## config.mk

```make
export PLATFORM = sky130hd
export DESIGN_NAME = seq_muldiv
export DESIGN_NICKNAME = d
export VERILOG_FILES = /design/src/rtl/muldiv_pkg.sv /design/src/rtl/muldiv_ctrl.sv /design/src/rtl/mul_shift_add.sv /design/src/rtl/div_restoring.sv /design/src/rtl/seq_muldiv.sv
export SDC_FILE = /design/constraint.sdc
export NUM_CORES = 1
export LEC_CHECK = 0
export BUFFER_PORTS_ARGS = -buffer_cell sky130_fd_sc_hd__buf_2
export CORE_MARGIN = 5
export CORE_UTILIZATION = 50
export DETAILED_ROUTE_END_ITERATION = 8
export HOLD_SLACK_MARGIN = 0.05
export PLACE_DENSITY = 0.69
export SETUP_SLACK_MARGIN = 0.2
export SLEW_MARGIN = 0
export SYNTH_ARGS = -nofsm -noshare
export SYNTH_HDL_FRONTEND = slang
export SYNTH_HIERARCHICAL = 1
export SYNTH_SLANG_ARGS = --single-unit
```

## constraint.sdc

```tcl
create_clock -name clk -period 7.8 [get_ports clk]
set_input_delay 0 -clock clk [delete_from_list [all_inputs] [get_ports clk]]
set_output_delay 0 -clock clk [all_outputs]
set_load 0.02 [all_outputs]
```

## src/rtl/muldiv_pkg.sv

```systemverilog
package muldiv_pkg;
    typedef enum logic [1:0] {
        ST_IDLE  = 2'd0,
        ST_RUN   = 2'd1,
        ST_PACK  = 2'd2,
        ST_FAULT = 2'd3
    } md_state_e;
endpackage

```

## src/rtl/muldiv_ctrl.sv

```systemverilog
module muldiv_ctrl
    import muldiv_pkg::*;
#(
    parameter int WORD_W = 16
) (
    input  logic clk,
    input  logic rst_n,
    input  logic start,
    input  logic size_word,
    input  logic fault_in,
    output logic load,
    output logic step,
    output logic commit,
    output logic fault,
    output logic busy
);
    localparam int HALF_W = WORD_W / 2;
    localparam int CNT_W  = $clog2(WORD_W + 1);

    md_state_e        state, state_nx;
    logic [CNT_W-1:0] iter_cnt;
    logic [CNT_W-1:0] iter_lim;
    logic             last_iter;

    assign last_iter = (iter_cnt == iter_lim - 1'b1);

    // state register
    always_ff @(posedge clk) begin
        if (!rst_n) state <= ST_IDLE;
        else        state <= state_nx;
    end

    // iteration counter
    always_ff @(posedge clk) begin
        if (!rst_n) begin
            iter_cnt <= '0;
            iter_lim <= '0;
        end else if (state == ST_IDLE && start) begin
            iter_cnt <= '0;
            iter_lim <= size_word ? CNT_W'(WORD_W) : CNT_W'(HALF_W);
        end else if (state == ST_RUN) begin
            iter_cnt <= iter_cnt + 1'b1;
        end
    end

    // transitions
    always_comb begin
        state_nx = state;
        unique case (state)
            ST_IDLE:  if (start) state_nx = fault_in ? ST_FAULT : ST_RUN;
            ST_RUN:   if (last_iter) state_nx = ST_PACK;
            ST_PACK:  state_nx = ST_IDLE;
            ST_FAULT: state_nx = ST_IDLE;
        endcase
    end

    // state outputs
    always_comb begin
        load   = 1'b0;
        step   = 1'b0;
        commit = 1'b0;
        fault  = 1'b0;
        busy   = 1'b1;
        unique case (state)
            ST_IDLE: begin
                busy = 1'b0;
                load = start && !fault_in;
            end
            ST_RUN:   step   = 1'b1;
            ST_PACK:  commit = 1'b1;
            ST_FAULT: fault  = 1'b1;
        endcase
    end
endmodule

```

## src/rtl/mul_shift_add.sv

```systemverilog
module mul_shift_add #(
    parameter int W = 16
) (
    input  logic           clk,
    input  logic           load,
    input  logic           step,
    input  logic [W-1:0]   mcand,
    input  logic [W-1:0]   mplier,
    output logic [2*W-1:0] prod
);
    logic [W-1:0] upper_q, lower_q, mcand_q;
    logic [W:0]   partial;

    assign partial = {1'b0, upper_q} + (lower_q[0] ? {1'b0, mcand_q} : '0);

    always_ff @(posedge clk) begin
        if (load) begin
            upper_q <= '0;
            lower_q <= mplier;
            mcand_q <= mcand;
        end else if (step) begin
            upper_q <= partial[W:1];
            lower_q <= {partial[0], lower_q[W-1:1]};
        end
    end

    assign prod = {upper_q, lower_q};
endmodule

```

## src/rtl/div_restoring.sv

```systemverilog
module div_restoring #(
    parameter int W = 16
) (
    input  logic         clk,
    input  logic         load,
    input  logic         step,
    input  logic [W-1:0] rem_init,
    input  logic [W-1:0] quo_init,
    input  logic [W-1:0] divisor,
    output logic [W-1:0] rem,
    output logic [W-1:0] quo
);
    logic [W-1:0] rem_q, quo_q, dvs_q;
    logic [W:0]   trial, diff;

    assign trial = {rem_q, quo_q[W-1]};
    assign diff  = trial - {1'b0, dvs_q};

    always_ff @(posedge clk) begin
        if (load) begin
            rem_q <= rem_init;
            quo_q <= quo_init;
            dvs_q <= divisor;
        end else if (step) begin
            if (!diff[W]) begin
                rem_q <= diff[W-1:0];
                quo_q <= {quo_q[W-2:0], 1'b1};
            end else begin
                rem_q <= trial[W-1:0];
                quo_q <= {quo_q[W-2:0], 1'b0};
            end
        end
    end

    assign rem = rem_q;
    assign quo = quo_q;
endmodule

```

## src/rtl/seq_muldiv.sv

```systemverilog
module seq_muldiv #(
    parameter int WORD_W = 16
) (
    input  logic              clk,
    input  logic              rst_n,
    input  logic              start,
    input  logic              op_div,
    input  logic              size_word,
    input  logic [WORD_W-1:0] acc_in,
    input  logic [WORD_W-1:0] hi_in,
    input  logic [WORD_W-1:0] src_in,
    output logic [WORD_W-1:0] acc_out,
    output logic [WORD_W-1:0] hi_out,
    output logic              done,
    output logic              cf,
    output logic              of,
    output logic              div_err,
    output logic              busy
);
    localparam int HALF_W = WORD_W / 2;

    logic load, step, commit, fault, fault_in;
    logic op_q, size_q;
    logic [WORD_W-1:0]   hi_q;
    logic [WORD_W-1:0]   dvs_ext, dvd_hi, quo_init;
    logic [WORD_W-1:0]   mcand_ext, mplier_ext;
    logic [2*WORD_W-1:0] prod;
    logic [WORD_W-1:0]   rem, quo;
    logic [WORD_W-1:0]   byte_prod;
    logic [WORD_W-1:0]   pack_acc, pack_hi;
    logic                pack_flag;

    // operand alignment for the two sizes
    always_comb begin
        if (size_word) begin
            dvs_ext    = src_in;
            dvd_hi     = hi_in;
            quo_init   = acc_in;
            mcand_ext  = acc_in;
            mplier_ext = src_in;
        end else begin
            dvs_ext    = {{HALF_W{1'b0}}, src_in[HALF_W-1:0]};
            dvd_hi     = {{HALF_W{1'b0}}, acc_in[WORD_W-1:HALF_W]};
            quo_init   = {acc_in[HALF_W-1:0], {HALF_W{1'b0}}};
            mcand_ext  = {{HALF_W{1'b0}}, acc_in[HALF_W-1:0]};
            mplier_ext = {{HALF_W{1'b0}}, src_in[HALF_W-1:0]};
        end
    end

    // high part not below divisor: zero divisor or quotient overflow
    assign fault_in = op_div && (dvd_hi >= dvs_ext);

    muldiv_ctrl #(.WORD_W(WORD_W)) u_ctrl (
        .clk       (clk),
        .rst_n     (rst_n),
        .start     (start),
        .size_word (size_word),
        .fault_in  (fault_in),
        .load      (load),
        .step      (step),
        .commit    (commit),
        .fault     (fault),
        .busy      (busy)
    );

    mul_shift_add #(.W(WORD_W)) u_mul (
        .clk    (clk),
        .load   (load && !op_div),
        .step   (step && !op_q),
        .mcand  (mcand_ext),
        .mplier (mplier_ext),
        .prod   (prod)
    );

    div_restoring #(.W(WORD_W)) u_div (
        .clk      (clk),
        .load     (load && op_div),
        .step     (step && op_q),
        .rem_init (dvd_hi),
        .quo_init (quo_init),
        .divisor  (dvs_ext),
        .rem      (rem),
        .quo      (quo)
    );

    always_ff @(posedge clk) begin
        if (!rst_n) begin
            op_q   <= 1'b0;
            size_q <= 1'b0;
            hi_q   <= '0;
        end else if (load) begin
            op_q   <= op_div;
            size_q <= size_word;
            hi_q   <= hi_in;
        end
    end

    // after a byte run the product sits HALF_W places up
    assign byte_prod = prod[WORD_W+HALF_W-1:HALF_W];

    always_comb begin
        unique case ({op_q, size_q})
            2'b00: begin
                pack_acc  = byte_prod;
                pack_hi   = hi_q;
                pack_flag = |byte_prod[WORD_W-1:HALF_W];
            end
            2'b01: begin
                pack_acc  = prod[WORD_W-1:0];
                pack_hi   = prod[2*WORD_W-1:WORD_W];
                pack_flag = |prod[2*WORD_W-1:WORD_W];
            end
            2'b10: begin
                pack_acc  = {rem[HALF_W-1:0], quo[HALF_W-1:0]};
                pack_hi   = hi_q;
                pack_flag = 1'b0;
            end
            2'b11: begin
                pack_acc  = quo;
                pack_hi   = rem;
                pack_flag = 1'b0;
            end
        endcase
    end

    // registered outputs
    always_ff @(posedge clk) begin
        if (!rst_n) begin
            acc_out <= '0;
            hi_out  <= '0;
            cf      <= 1'b0;
            of      <= 1'b0;
            done    <= 1'b0;
            div_err <= 1'b0;
        end else begin
            done    <= commit || fault;
            div_err <= fault;
            if (commit) begin
                acc_out <= pack_acc;
                hi_out  <= pack_hi;
                if (!op_q) begin
                    cf <= pack_flag;
                    of <= pack_flag;
                end
            end
        end
    end
endmodule

```

# Yosys cells after proc, flatten, opt, wreduce, memory -nomap -nowiden
# Cells that the tools add are included.
[classes]
reduce_logical = 23
bitwise = 2
eq_ne = 9
n_addsub = 4
n_lt_le_gt_ge = 1
mux = 25
[op_table]
columns = ["op", "n"]
rows = [
  ["2-to-1 mux 16 bit", 11],
  ["case mux 16 bit (4 select lines)", 1],
  ["case mux 16 bit (3 select lines)", 1],
  ["adder 16 x 17 -> 17 bit", 1],
  ["subtractor 17 x 16 -> 17 bit", 1],
  ["greater-or-equal comparator 16 bit", 1],
  ["OR reduction 16 bit", 1],
  ["equality test 2 bit, second input constant", 4],
  ["OR reduction 2 bit", 4],
  ["OR reduction 8 bit", 1],
  ["logical AND 1 bit", 7],
  ["2-to-1 mux 1 bit", 6],
  ["2-to-1 mux 2 bit", 3],
  ["case mux 2 bit (3 select lines)", 1],
  ["adder 5 x 1 -> 5 bit, second input constant", 1],
  ["equality test 5 bit", 1],
  ["2-to-1 mux 5 bit", 1],
  ["subtractor 5 x 1 -> 5 bit, second input constant", 1],
  ["equality test 2 x 1 -> 1 bit, second input constant", 2],
  ["zero test 2 bit", 2],
  ["AND reduction 2 bit", 2],
  ["nonzero test 2 bit", 2],
  ["zero test 1 bit", 3],
  ["case mux 1 bit (3 select lines)", 1],
  ["4 further kinds", 5],
]
[word_totals]
register_bits = 161
output_inout_bits = 37
word_cells = 82
inputBits = 53

# Longest topological paths before layout
[depth]
ltp_word = 8
mapped_depth = 16
mapped_depth_nobuf = 12

# By module
# The synthesis kept the hierarchy.
[by_module_without_submodules]
columns = ["mod", "area_each_um2", "instances", "cells_per_inst", "seq_area_each_um2"]
rows = [
  ["seq_muldiv", 3479.6, 1, 386, 1061.0],
  ["div_restoring", 3032.9, 1, 267, 1441.4],
  ["mul_shift_add", 2623.8, 1, 240, 1281.2],
  ["muldiv_ctrl", 440.4, 1, 50, 180.2],
]

# Worst setup path after synthesis
# No wires, ideal clock.
[synth_timing]
kind = "in2reg"
from = "input port size_word"
to = "register u_mul.lower_q[10], data pin"
n_path_buf = 5
slack_ns = 3.671
setup_time_ns = 0.262
stages = 14
arrival_ns = 3.867
t_required_ns = 7.538
path_cell_list = "buf_2 > clkbuf_1 > nand2_1 > ha_1 > a21oi_1 > nor2_1 > a211o_2 > o41a_1 > nor2_1 > buf_2 > nor2b_1 > buf_1 > buf_2 > mux2_1"
[synth_via]
elab_chain_cells = 8
elab_cells_between_ends = 9
cone_classes = "1 x order compare; 4 x mux; 4 x reduce/logical"
[synth_lines]
columns = ["element", "line_no", "text"]
rows = [
  ["from (decl)", "seq_muldiv.sv:8", "input logic size_word,"],
  ["2-to-1 mux 16 bit", "seq_muldiv.sv:35", "if (size_word) begin"],
  ["greater-or-equal comparator 16 bit *", "seq_muldiv.sv:51", "assign fault_in = op_div && (dvd_hi >= dvs_ext);"],
  ["logical AND 1 bit *", "seq_muldiv.sv:51", ""],
  ["via fault_in", "seq_muldiv.sv:22", "logic load, step, commit, fault, fault_in;"],
  ["zero test 1 bit *", "muldiv_ctrl.sv:67", "load = start && !fault_in;"],
  ["logical AND 1 bit *", "muldiv_ctrl.sv:67", ""],
  ["2-to-1 mux 1 bit *", "muldiv_ctrl.sv:64", "unique case (state)"],
  ["via load", "seq_muldiv.sv:22", ""],
  ["logical AND 1 bit *", "seq_muldiv.sv:68", ".load (load && !op_div),"],
  ["2-to-1 mux 16 bit *", "mul_shift_add.sv:17", "if (load) begin"],
  ["to (signal assigned)", "mul_shift_add.sv:19", "lower_q <= mplier;"],
  ["to (signal assigned)", "mul_shift_add.sv:23", "lower_q <= {partial[0], lower_q[W-1:1]};"],
  ["to (decl)", "mul_shift_add.sv:11", "logic [W-1:0] upper_q, lower_q, mcand_q;"],
]
# Mark *: on every way through the listed nets, which the timed path passes. The rest lies on a longest branch.
# A chain may end at the register's enable or synchronous reset.

# Worst setup path after layout
[layout_timing]
from = "input port size_word"
to = "register u_div.rem_q[10], in the netlist u_div/rem[10], enable pin"
[layout_via]
elab_chain_cells = 8
elab_cells_between_ends = 9
cone_classes = "1 x order compare; 3 x mux; 5 x reduce/logical"
[layout_lines]
columns = ["element", "line_no", "text"]
rows = [
  ["2-to-1 mux 16 bit", "seq_muldiv.sv:35", ""],
  ["via dvd_hi[5]", "seq_muldiv.sv:25", "logic [WORD_W-1:0] dvs_ext, dvd_hi, quo_init;"],
  ["greater-or-equal comparator 16 bit", "seq_muldiv.sv:51", ""],
  ["logical AND 1 bit", "seq_muldiv.sv:51", ""],
  ["via fault_in", "seq_muldiv.sv:22", ""],
  ["zero test 1 bit", "muldiv_ctrl.sv:67", ""],
  ["logical AND 1 bit", "muldiv_ctrl.sv:67", ""],
  ["2-to-1 mux 1 bit", "muldiv_ctrl.sv:64", ""],
  ["via load", "seq_muldiv.sv:22", ""],
  ["logical AND 1 bit", "seq_muldiv.sv:77", ".load (load && op_div),"],
  ["nonzero test 2 bit (no line)", "--", ""],
  ["to (signal assigned)", "div_restoring.sv:21", "rem_q <= rem_init;"],
  ["to (signal assigned)", "div_restoring.sv:26", "rem_q <= diff[W-1:0];"],
  ["to (signal assigned)", "div_restoring.sv:29", "rem_q <= trial[W-1:0];"],
  ["to (decl)", "div_restoring.sv:13", "logic [W-1:0] rem_q, quo_q, dvs_q;"],
]
# The timed path passes the listed nets, and every way through them passes these cells.

==> out/metrics.yaml <==
detailed_routing:
  via_count: 7602
  route.antenna.remaining_nets: 0
  vias_per_cell: 5.83
  wl_um: 27300
  route.detailed.drc: 0
  first_iter_violations: 665
  detail_route.first_pass.iterations: 5
  drt-wirelength-per-cell_um: 20.9
timing:
  hold_viol_final: 0
  peak_clock_frequency_supported_by_timing_mhz: 247
  timing.slew.headroom_pct: 31.6
  whs_ns: 0.0794
  timing.setup.tns_ns: 0
  pins_over_their_slew_limit: 0
  final-setup-viol-count: 0
  finalCritPeriodShare_pct: 52.0
  timing.clock.skew_ns: 0.0129
  worst_max_slew_pin_slew_ns: 1.03
  min_period_ns: 4.05
  grt_setup_unrepaired: "no"
synth:
  post_synth_xor_area_fraction_pct: 1.92
  synth_warnings: 6
  post_synth_main_area_contributors: "sky130_fd_sc_hd__edfxtp_1 25%, sky130_fd_sc_hd__dfxtp_1 16%, sky130_fd_sc_hd__mux2i_1 11%"
  synth.ff_latch_count: 158
  largest_family_of_logic_cells_by_synthesized_area: "multiplexers"
  synth-seq-area-share_pct: 41.4
  synthesis.nets: 1047
  portion_of_netlist_area_occupied_by_mux_cells_pct: 16.4
  yosys.area.top_type_share_pct: 25.1
  async_reset_ff_share_pct: 0
  synth-main-ff-cell: "sky130_fd_sc_hd__edfxtp_1"
  yosys.area.top_type: "sky130_fd_sc_hd__edfxtp_1"
  synth_simple_gate_area_share_pct: 16.3
  synthAdderAreaFrac_pct: 6.82
  yosys.cell_types.count: 79
  synth-edff-count: 80
  synth.cell_area_sq_um: 9580
  synth-compound-area-share_pct: 12.7
  post_synth.cell_area_avg_sq_um: 10.2
  post_synth_inst_count: 943
cts:
  clockBufferDepth: 2
  clk-insertion-delay-late_ns: 0.43
  clock_sinks: 158
  cts-root-buf: "sky130_fd_sc_hd__clkbuf_16"
  level_count_of_the_clock_h_tree: 4
  tritoncts: "built"
  total_clock_buffers_created_by_cts: 17
  cts_repair_resize_count: 0
  path_clk_slew_ns: 0.07
cells_and_area:
  antennaDiodeCount: 0
  post_route_cells_drive_above_1_share_pct: 18.0
  area_delta_synth_final_pct: 16.7
  num-nets-final: 1162
power_and_ir_drop:
  netSwitchingPower_w: 0.000904
  cell_internal_pwr_w: 0.00169
  sequentialPowerShare_pct: 40.8
  power.switching_fraction_pct: 34.8
  comb_pwr_share_pct: 28.4
  p_total_w: 0.00260
  p_leak_nw: 4.36
  pwr-share-clk_pct: 30.9
  irDropWorstVdd_uv: 165
  cellPowerDensity_nw_per_um2: 233
placement:
  post-dp-hpwl_um: 20100
  gpl.final_weighted_congestion: 0.939
  count_of_input_and_output_buffers: 89
critical_path:
  timing.rr.start: "u_div/quo[15]"
  worstPathRequired_ns: 7.85
  critical_path.max_fanout: 51
  timing.critical_path.slowest_stage_cell: "sky130_fd_sc_hd__or2_2"
  endpoint_of_the_worst_slack_reg_to_reg_timing_path: "u_div/rem[5]"
  worst-r2r-setup-slack_ns: 4.26
  timing.critical_path.slowest_cell_delay_ns: 0.76
  timing_worst_setup_path_type: "in2reg"
  startpoint_type: "primary input"
  category_of_the_worst_setup_path_capture_point: "register"
  cells_along_the_critical_path: "buf_2 -> mux2_2 -> ha_1 -> a21o_1 -> nand3_1 -> a211oi_1 -> o41a_1 -> nor2_2 -> and2_2 -> buf_4 -> or2_2"
  critPathArrivalTime_ns: 4.11
  worstRegToRegCells: 9
worst_hold_path:
  min_to: "u_mul/mcand_q[14]"
  hold_path.startpoint: "op_div"
  worst_min_delay_path_class: "in2reg"
  worst_hold_path.num_cells: 2
global_routing:
  grt_util_all_layers_pct: 25.0
  grt_start_max_net_pins: 58
  gr-total-overflow: 0
  first_global_vias: 7347
  first_pass_grt_wire_length_um: 41900
  number_of_antenna_violations_at_the_first_check_in_global_routing: 0
run_status:
  run_status: "complete, no violations"
run:
  reported_max_cap_violation_count: 0
floorplan:
  fp-row-count: 50
  die_y_um: 148
  floorplan.initialDensity_pct: 51.0
  die-area_sq_um: 22000
  io_pins: 90
  die-width_um: 148
  core_sq_um: 18800
[per-stage QoR]
| step | util [%] | setup slack [ns] | instance area, sq um | cells |
|---|---|---|---|---|
| 5_1_grt | 59.5 | 3.50 | 11200 | 1305 |
| 3_5_place_dp | 54.0 | 3.34 | 10100 | 1224 |
| 2_1_floorplan | - | 3.67 | 9580 | 943 |
| 4_1_cts | 59.5 | 3.79 | 11200 | 1305 |
| 3_3_place_gp | 54.0 | 3.40 | 10100 | 1224 |
| 6_report | 59.5 | 3.75 | 11200 | 1305 |
[worst max-delay path: cells and delay by family]
kind	cells	cell delay [ns]
adders and majority gates	1	0.29
and+or+nand+nor	4	1.46
buffers and inverters	2	1.18
muxes	1	0.43
AOI/OAI and AO/OA	3	0.69
[placed cells by master, fill, tap and decap left out, types with 13 or more instances in the layout]
master / instances
sky130_fd_sc_hd__o21ai_1: 13
sky130_fd_sc_hd__nor2b_1: 56
sky130_fd_sc_hd__a21oi_1: 57
sky130_fd_sc_hd__mux2_2: 30
sky130_fd_sc_hd__edfxtp_1: 80
sky130_fd_sc_hd__inv_1: 46
sky130_fd_sc_hd__dlygate4sd3_1: 49
sky130_fd_sc_hd__mux2_1: 16
sky130_fd_sc_hd__o21ai_0: 36
sky130_fd_sc_hd__clkbuf_16: 17
sky130_fd_sc_hd__nor2_1: 45
sky130_fd_sc_hd__and2_1: 45
sky130_fd_sc_hd__mux2i_1: 105
sky130_fd_sc_hd__dfxtp_1: 76
sky130_fd_sc_hd__buf_2: 89
sky130_fd_sc_hd__nand2_1: 64
sky130_fd_sc_hd__xnor2_1: 17
sky130_fd_sc_hd__ha_1: 49
[flip-flops by register name, summed over array words and instances (netlist names), 2 cells and up]
signal,flops
u_mul/upper_q,16
u_mul/mcand_q,16
u_ctrl/iter_cnt,5
hi_out,16
u_div/rem,16
u_mul/lower_q,16
u_ctrl/state,2
hi_q,16
u_div/dvs_q,16
u_div/quo,16
u_ctrl/iter_lim,2
acc_out,16
[routing by layer]
metal / global-route usage [%] / wire length, um / vias to the layer above
met5: 0 / 0 / -
met4: 13.3 / 1340 / 0
met3: 3.56 / 1550 / 75
met2: 39.0 / 12700 / 310
met1: 33.7 / 11700 / 3585
li1: - / - / 3632
[cell families (layout without fill, tap and decap cells)]
family	after synthesis	in the layout
AO/OA/AOI/OAI	178	178
XOR/XNOR	21	21
AND/OR/NAND/NOR	289	289
flip-flops	158	158
adder cells (fa/ha/maj)	51	51
multiplexers	151	151
buffers and inverters	95	223
[how the worst max path moves through the flow]
stage          startpoint                 to  slack (ns)
2_1_floorplan   size_word  u_mul/lower_q[10]        3.67
3_3_place_gp    size_word      u_div/rem[10]        3.40
3_5_place_dp    size_word      u_div/rem[15]        3.34
4_1_cts         size_word      u_div/rem[15]        3.79
5_1_grt         size_word      u_div/rem[10]        3.50
6_report        size_word      u_div/rem[10]        3.75
[power groups by stage]
stage               combinational [W]  clock, W  sequential [W]
detailed placement           0.000701         0         0.00107
finish                       0.000737  0.000802         0.00106
global placement             0.000696         0         0.00108
floorplan                    0.000539         0         0.00104
global route                 0.000805  0.000843         0.00107
CTS                          0.000725  0.000812         0.00106
[synthesized netlist by cell type, types with 17 or more instances]
| master | instances |
|---|---|
| sky130_fd_sc_hd__mux2i_1 | 105 |
| sky130_fd_sc_hd__nor2_1 | 46 |
| sky130_fd_sc_hd__a21oi_1 | 57 |
| sky130_fd_sc_hd__nand2_1 | 64 |
| sky130_fd_sc_hd__edfxtp_1 | 80 |
| sky130_fd_sc_hd__ha_1 | 49 |
| sky130_fd_sc_hd__inv_1 | 46 |
| sky130_fd_sc_hd__nor2b_1 | 58 |
| sky130_fd_sc_hd__o21ai_0 | 36 |
| sky130_fd_sc_hd__and2_1 | 46 |
| sky130_fd_sc_hd__buf_2 | 20 |
| sky130_fd_sc_hd__dfxtp_1 | 78 |
| sky130_fd_sc_hd__clkbuf_1 | 20 |
| sky130_fd_sc_hd__xnor2_1 | 17 |
| sky130_fd_sc_hd__mux2_2 | 30 |
[cell type report]
cell class / instances / area (sq um)
fill: 1584 / 7600
multi-input combinational: 690 / 5200
sequential: 158 / 3970
timing repair buffer: 145 / 988
clock buffer: 17 / 425
tap: 234 / 293
inverter: 46 / 173
clock inverter: 15 / 130
[repair_timing]
item | in CTS | in global routing
setup buffers | 0 | 0
endpoints found under the hold margin | 63 | 0
setup endpoints to repair | 0 | 0
hold buffers | 49 | 0
Note: power is estimated with default switching activity, not from simulation.
